### config.mk
export PLATFORM = sky130hd
export DESIGN_NAME = issue_select
export DESIGN_NICKNAME = d
export VERILOG_FILES = /design/src/rtl/sel_pkg.sv /design/src/rtl/sel_arb4.sv /design/src/rtl/sel_tree.sv /design/src/rtl/issue_select.sv
export SDC_FILE = /design/constraint.sdc
export NUM_CORES = 1
export LEC_CHECK = 0
export ABC_CLOCK_PERIOD_IN_PS = 800
export BUFFER_PORTS_ARGS = -buffer_cell sky130_fd_sc_hd__buf_2
export CAP_MARGIN = 20
export CELL_PAD_IN_SITES_DETAIL_PLACEMENT = 0
export CELL_PAD_IN_SITES_GLOBAL_PLACEMENT = 1
export CORE_MARGIN = 2
export CORE_UTILIZATION = 25
export CTS_CLUSTER_DIAMETER = 30
export CTS_CLUSTER_SIZE = 24
export DETAILED_ROUTE_END_ITERATION = 16
export GPL_TIMING_DRIVEN = 0
export PLACE_DENSITY_LB_ADDON = 0.1
export SYNTH_ARGS = -nofsm -noshare
export SYNTH_HDL_FRONTEND = slang
export SYNTH_HIERARCHICAL = 1
export SYNTH_SLANG_ARGS = --single-unit
### constraint.sdc
create_clock -name clk -period 0.8 [get_ports clk]
set_clock_uncertainty 0.05 [all_clocks]
set_input_delay 0.08 -clock clk [delete_from_list [all_inputs] [get_ports clk]]
set_output_delay 0.08 -clock clk [all_outputs]
set_load 0.01 [all_outputs]
### src/rtl/sel_pkg.sv
package sel_pkg;

    // Levels of radix-4 cells needed for a window of n entries (n = 4**levels).
    function automatic int tree_levels(input int n);
        int lv;
        int span;
        lv   = 0;
        span = 1;
        while (span < n) begin
            span = span * 4;
            lv   = lv + 1;
        end
        return lv;
    endfunction

    // Bit offset of tree level lvl inside the flattened node vector.
    // Level 0 holds the n leaves, level 1 holds n/4 nodes, and so on.
    function automatic int node_offset(input int n, input int lvl);
        int off;
        off = 0;
        for (int k = 0; k < lvl; k++) begin
            off = off + (n >> (2 * k));
        end
        return off;
    endfunction

    // Total node count over all levels, root included.
    function automatic int node_total(input int n);
        return node_offset(n, tree_levels(n) + 1);
    endfunction

endpackage

### src/rtl/sel_arb4.sv
module sel_arb4 (
    input  logic [3:0] req_i,
    input  logic       en_i,
    output logic       any_o,
    output logic [3:0] gnt_o
);

    // Request phase: tell the parent whether any child requests.
    // Grant phase: pass the enable to the lowest-indexed requesting child.
    always_comb begin
        any_o    = |req_i;
        gnt_o[0] = en_i & req_i[0];
        gnt_o[1] = en_i & req_i[1] & ~req_i[0];
        gnt_o[2] = en_i & req_i[2] & ~req_i[1] & ~req_i[0];
        gnt_o[3] = en_i & req_i[3] & ~req_i[2] & ~req_i[1] & ~req_i[0];
    end

endmodule

### src/rtl/sel_tree.sv
module sel_tree #(
    parameter int WINDOW = 64
) (
    input  logic [WINDOW-1:0] req_i,
    input  logic              root_en_i,
    output logic              any_o,
    output logic [WINDOW-1:0] gnt_o
);

    localparam int LEVELS = sel_pkg::tree_levels(WINDOW);
    localparam int TOTAL  = sel_pkg::node_total(WINDOW);

    // Flattened node vectors: leaves first, root in the top bit.
    logic [TOTAL-1:0] up_req;
    logic [TOTAL-1:0] down_gnt;

    assign up_req[WINDOW-1:0] = req_i;
    assign down_gnt[TOTAL-1]  = root_en_i;
    assign any_o              = up_req[TOTAL-1];
    assign gnt_o              = down_gnt[WINDOW-1:0];

    for (genvar lv = 1; lv <= LEVELS; lv++) begin : g_level
        localparam int CHILD_OFF = sel_pkg::node_offset(WINDOW, lv - 1);
        localparam int SELF_OFF  = sel_pkg::node_offset(WINDOW, lv);
        localparam int NODES     = WINDOW >> (2 * lv);
        for (genvar nd = 0; nd < NODES; nd++) begin : g_node
            sel_arb4 u_cell (
                .req_i (up_req[CHILD_OFF + 4*nd +: 4]),
                .en_i  (down_gnt[SELF_OFF + nd]),
                .any_o (up_req[SELF_OFF + nd]),
                .gnt_o (down_gnt[CHILD_OFF + 4*nd +: 4])
            );
        end
    end

endmodule

### src/rtl/issue_select.sv
module issue_select #(
    parameter int WINDOW = 64
) (
    input  logic              clk,
    input  logic              rst_n,
    input  logic [WINDOW-1:0] req_i,
    input  logic              unit_avail_i,
    output logic [WINDOW-1:0] gnt_o,
    output logic              valid_o
);

    typedef struct packed {
        logic [WINDOW-1:0] gnt;
        logic              vld;
    } sel_state_t;

    sel_state_t state_d, state_q;

    logic              tree_any;
    logic [WINDOW-1:0] tree_gnt;

    sel_tree #(.WINDOW(WINDOW)) u_tree (
        .req_i     (req_i),
        .root_en_i (unit_avail_i),
        .any_o     (tree_any),
        .gnt_o     (tree_gnt)
    );

    always_comb begin
        state_d     = state_q;
        state_d.gnt = tree_gnt;
        state_d.vld = tree_any & unit_avail_i;
    end

    always_ff @(posedge clk or negedge rst_n) begin
        if (!rst_n) begin
            state_q <= '0;
        end else begin
            state_q <= state_d;
        end
    end

    assign gnt_o   = state_q.gnt;
    assign valid_o = state_q.vld;

endmodule

==> out/metrics.cfg <==
[layout]
fin_util=0.5105
fin_area_um2=4990
syn2layout_area_growth_pct=97.52
fin_cells=580
fin_nets=510
diodes=0
fill_cells=923
drive_above_1_share=0.5794

[global_route]
top_usage_layer=met2
overflow=0
grt_usage=0.1473
grtUsageMet1=0.1805
grt_pass1_vias=2650
antenna_found_initial=0
grt_max_degree=66
met2_usage=0.2358
grt.met3_usage=0.05326
grt_pass1_wl_mm=12.79

[die]
die_x_um=104.5
placementRows=36
die_h_um=104.5
coreArea_um2=9774
io_pins=132
start_util=0.2584
die_area_um2=10920

[sta]
slew_viol_final=0
relSlewSlack=0.4488
finalCritPeriodShare=2.728
final_hold_viol_count=67
fmax_ghz=0.4582
rsz0062_at_grt=yes
hold_slack_ps=-209.5
tightestPinTransition_ps=826.8
fin_ws_ps=-1383
setup-violations-final=130
finalCriticalPeriod_ps=2183

[logic_synthesis]
synthSimpleGateAreaFrac=0.3561
synth_xor_xnor_area_share=0
seq_area_frac_synth=0.6439
synthAdderAreaFrac=0
muxShareOfSynthArea=0
yosysTopAreaCellShare=0.6439
synth_top_family_by_area=simple AND/OR/NAND/NOR gates
synth_area_per_cell_um2=11.86
ys_ff_latch=65
yosys_warnings=6
synth_area_leader_cell=dfrtp_1
syn-num-nets=280
synth_area_leaders=dfrtp_1 64%, and3b_2 8.3%, nand2_1 6.2%
yosysUniqueCellTypes=7
syn_inst=213
netlist_area_um2=2526
synth_compound_area_frac=0

[flow_run]
cap_violations=0

[worst_setup_path]
cp.required_ps=990
path_class=input pin to flip-flop
cp_data_arrival_time_ps=2370
critical_path.max_fanout=3
cp-start-kind=input pin
cp-end-kind=flip-flop

[power_and_ir_drop]
vdd_drop_max_mv=0.6454
pwr_density_cell_nw_per_um2=1399
leakage_nw=2.521

[clock_tree]
cts_inserted_buffers=9
clock-sinks=65
h-tree-depth=3
cts_tree=done
path_clk_slew_ps=70
cts-root-buf=clkbuf_8
clk_path_buf_depth=2

[route]
drc=0
drt.antenna.violating_nets=0
vias=2617
drt-total-wl_mm=8.178
firstDrtPassIters=4
via_per_inst=4.512
wl_per_cell_um=14.10
first_iter_violations=52

[placed_design]
dpl_cell_area_um2=3443
gp_congestion=0.7680
hpwl_mm=4.743
io_buffers=131
dpl.cell_count=477

[outcome]
violations=hold timing, setup timing
outcome=complete, but fails checks

[min_path]
worstHoldPathType=input pin to asynchronous set/reset pin

==> power by group <==
group | total (W) | internal, W | switching (W)
registers | 0.00330 | 0.00330 | 0.00000416
logic | 0.000860 | 0.000478 | 0.000382
clock network | 0.00282 | 0.00158 | 0.00124
total | 0.00698 | 0.00536 | 0.00162
==> Yosys cell counts <==
library cell and count:
dfrtp_1 65, nor3_1 21, or4_1 21, nor4_1 21
nand2_1 42, and2_1 22, and3b_2 21
==> cells in the final DEF, fill, tap and decap left out, types with 9 or more instances in the layout <==
cell,count
nor3_2,13
and3b_2,21
buf_4,14
buf_2,102
nand2_2,15
buf_6,31
or4_4,19
nand2_1,25
and2_4,9
and2_1,13
dlygate4sd3_1,72
dfrtp_1,65
clkbuf_8,11
==> timing repair <==
item | CTS | global route
endpoints found under the setup margin | 130 | 130
gates resized for setup | 50 | 56
buffers inserted | 11 | 5
gates cloned | 0 | 0
endpoints found under the hold margin | 128 | 69
hold buffers | 70 | 2
pin swaps | 26 | 22
==> worst max path at each step <==
stage,from,end,slack (ps),depth (start not counted)
floorplan,req_i[1],gnt_o[63]$_DFF_PN0_,-1420,7
global placement,req_i[1],gnt_o[63]$_DFF_PN0_,-1830,8
detailed placement,req_i[1],gnt_o[63]$_DFF_PN0_,-1860,8
CTS,req_i[31],gnt_o[63]$_DFF_PN0_,-1360,8
global route,req_i[33],gnt_o[55]$_DFF_PN0_,-1450,9
finish,req_i[33],gnt_o[55]$_DFF_PN0_,-1380,9
==> registers in the layout (all words and copies together), names as in the netlist <==
name / cells
gnt_o: 64
valid_o: 1
==> cell families after synthesis <==
family,after synthesis
flip-flops,65
AND/OR/NAND/NOR,148
==> metrics by stage <==
stage | power [W] | worst slack (ps) | TNS, ps | hold WS, ps
4_1_cts | 0.007022 | -1361 | -80180 | -181.4
3_5_place_dp | 0.003787 | -1864 | -99870 | 197.0
5_1_grt | 0.007327 | -1453 | -86430 | -146.8
3_3_place_gp | 0.003788 | -1829 | -142920 | 219.5
6_report | 0.006981 | -1383 | -79900 | -209.5
2_1_floorplan | 0.003441 | -1423 | -75120 | -265.6
==> routing by layer <==
metal	wire length (um)	share of wire	up-vias
li1	-	-	1240
met1	3360	0.41	1266
met2	4099	0.50	99
met3	592	0.072	12
met4	125	0.015	0
met5	0	0	-
==> cell type report <==
cell class              instances  area (um^2)  share of cell area
flip-flops and latches         65         1627              0.3260
repair buffers                219         1685              0.3378
clock inverters                 3        40.04            0.008024
well taps                     133        166.4             0.03335
multi-input cells             148         1316              0.2638
clock buffers                  12        155.1             0.03109
==> critical path: stages <==
cell and delay, ps:
buf_6 90, or4_4 540, or4_4 580, nor4_4 300, buf_4 170, buf_6 80
and3b_2 210, nand2_2 80, nor4_4 240
(Power assumes the default switching activity.)
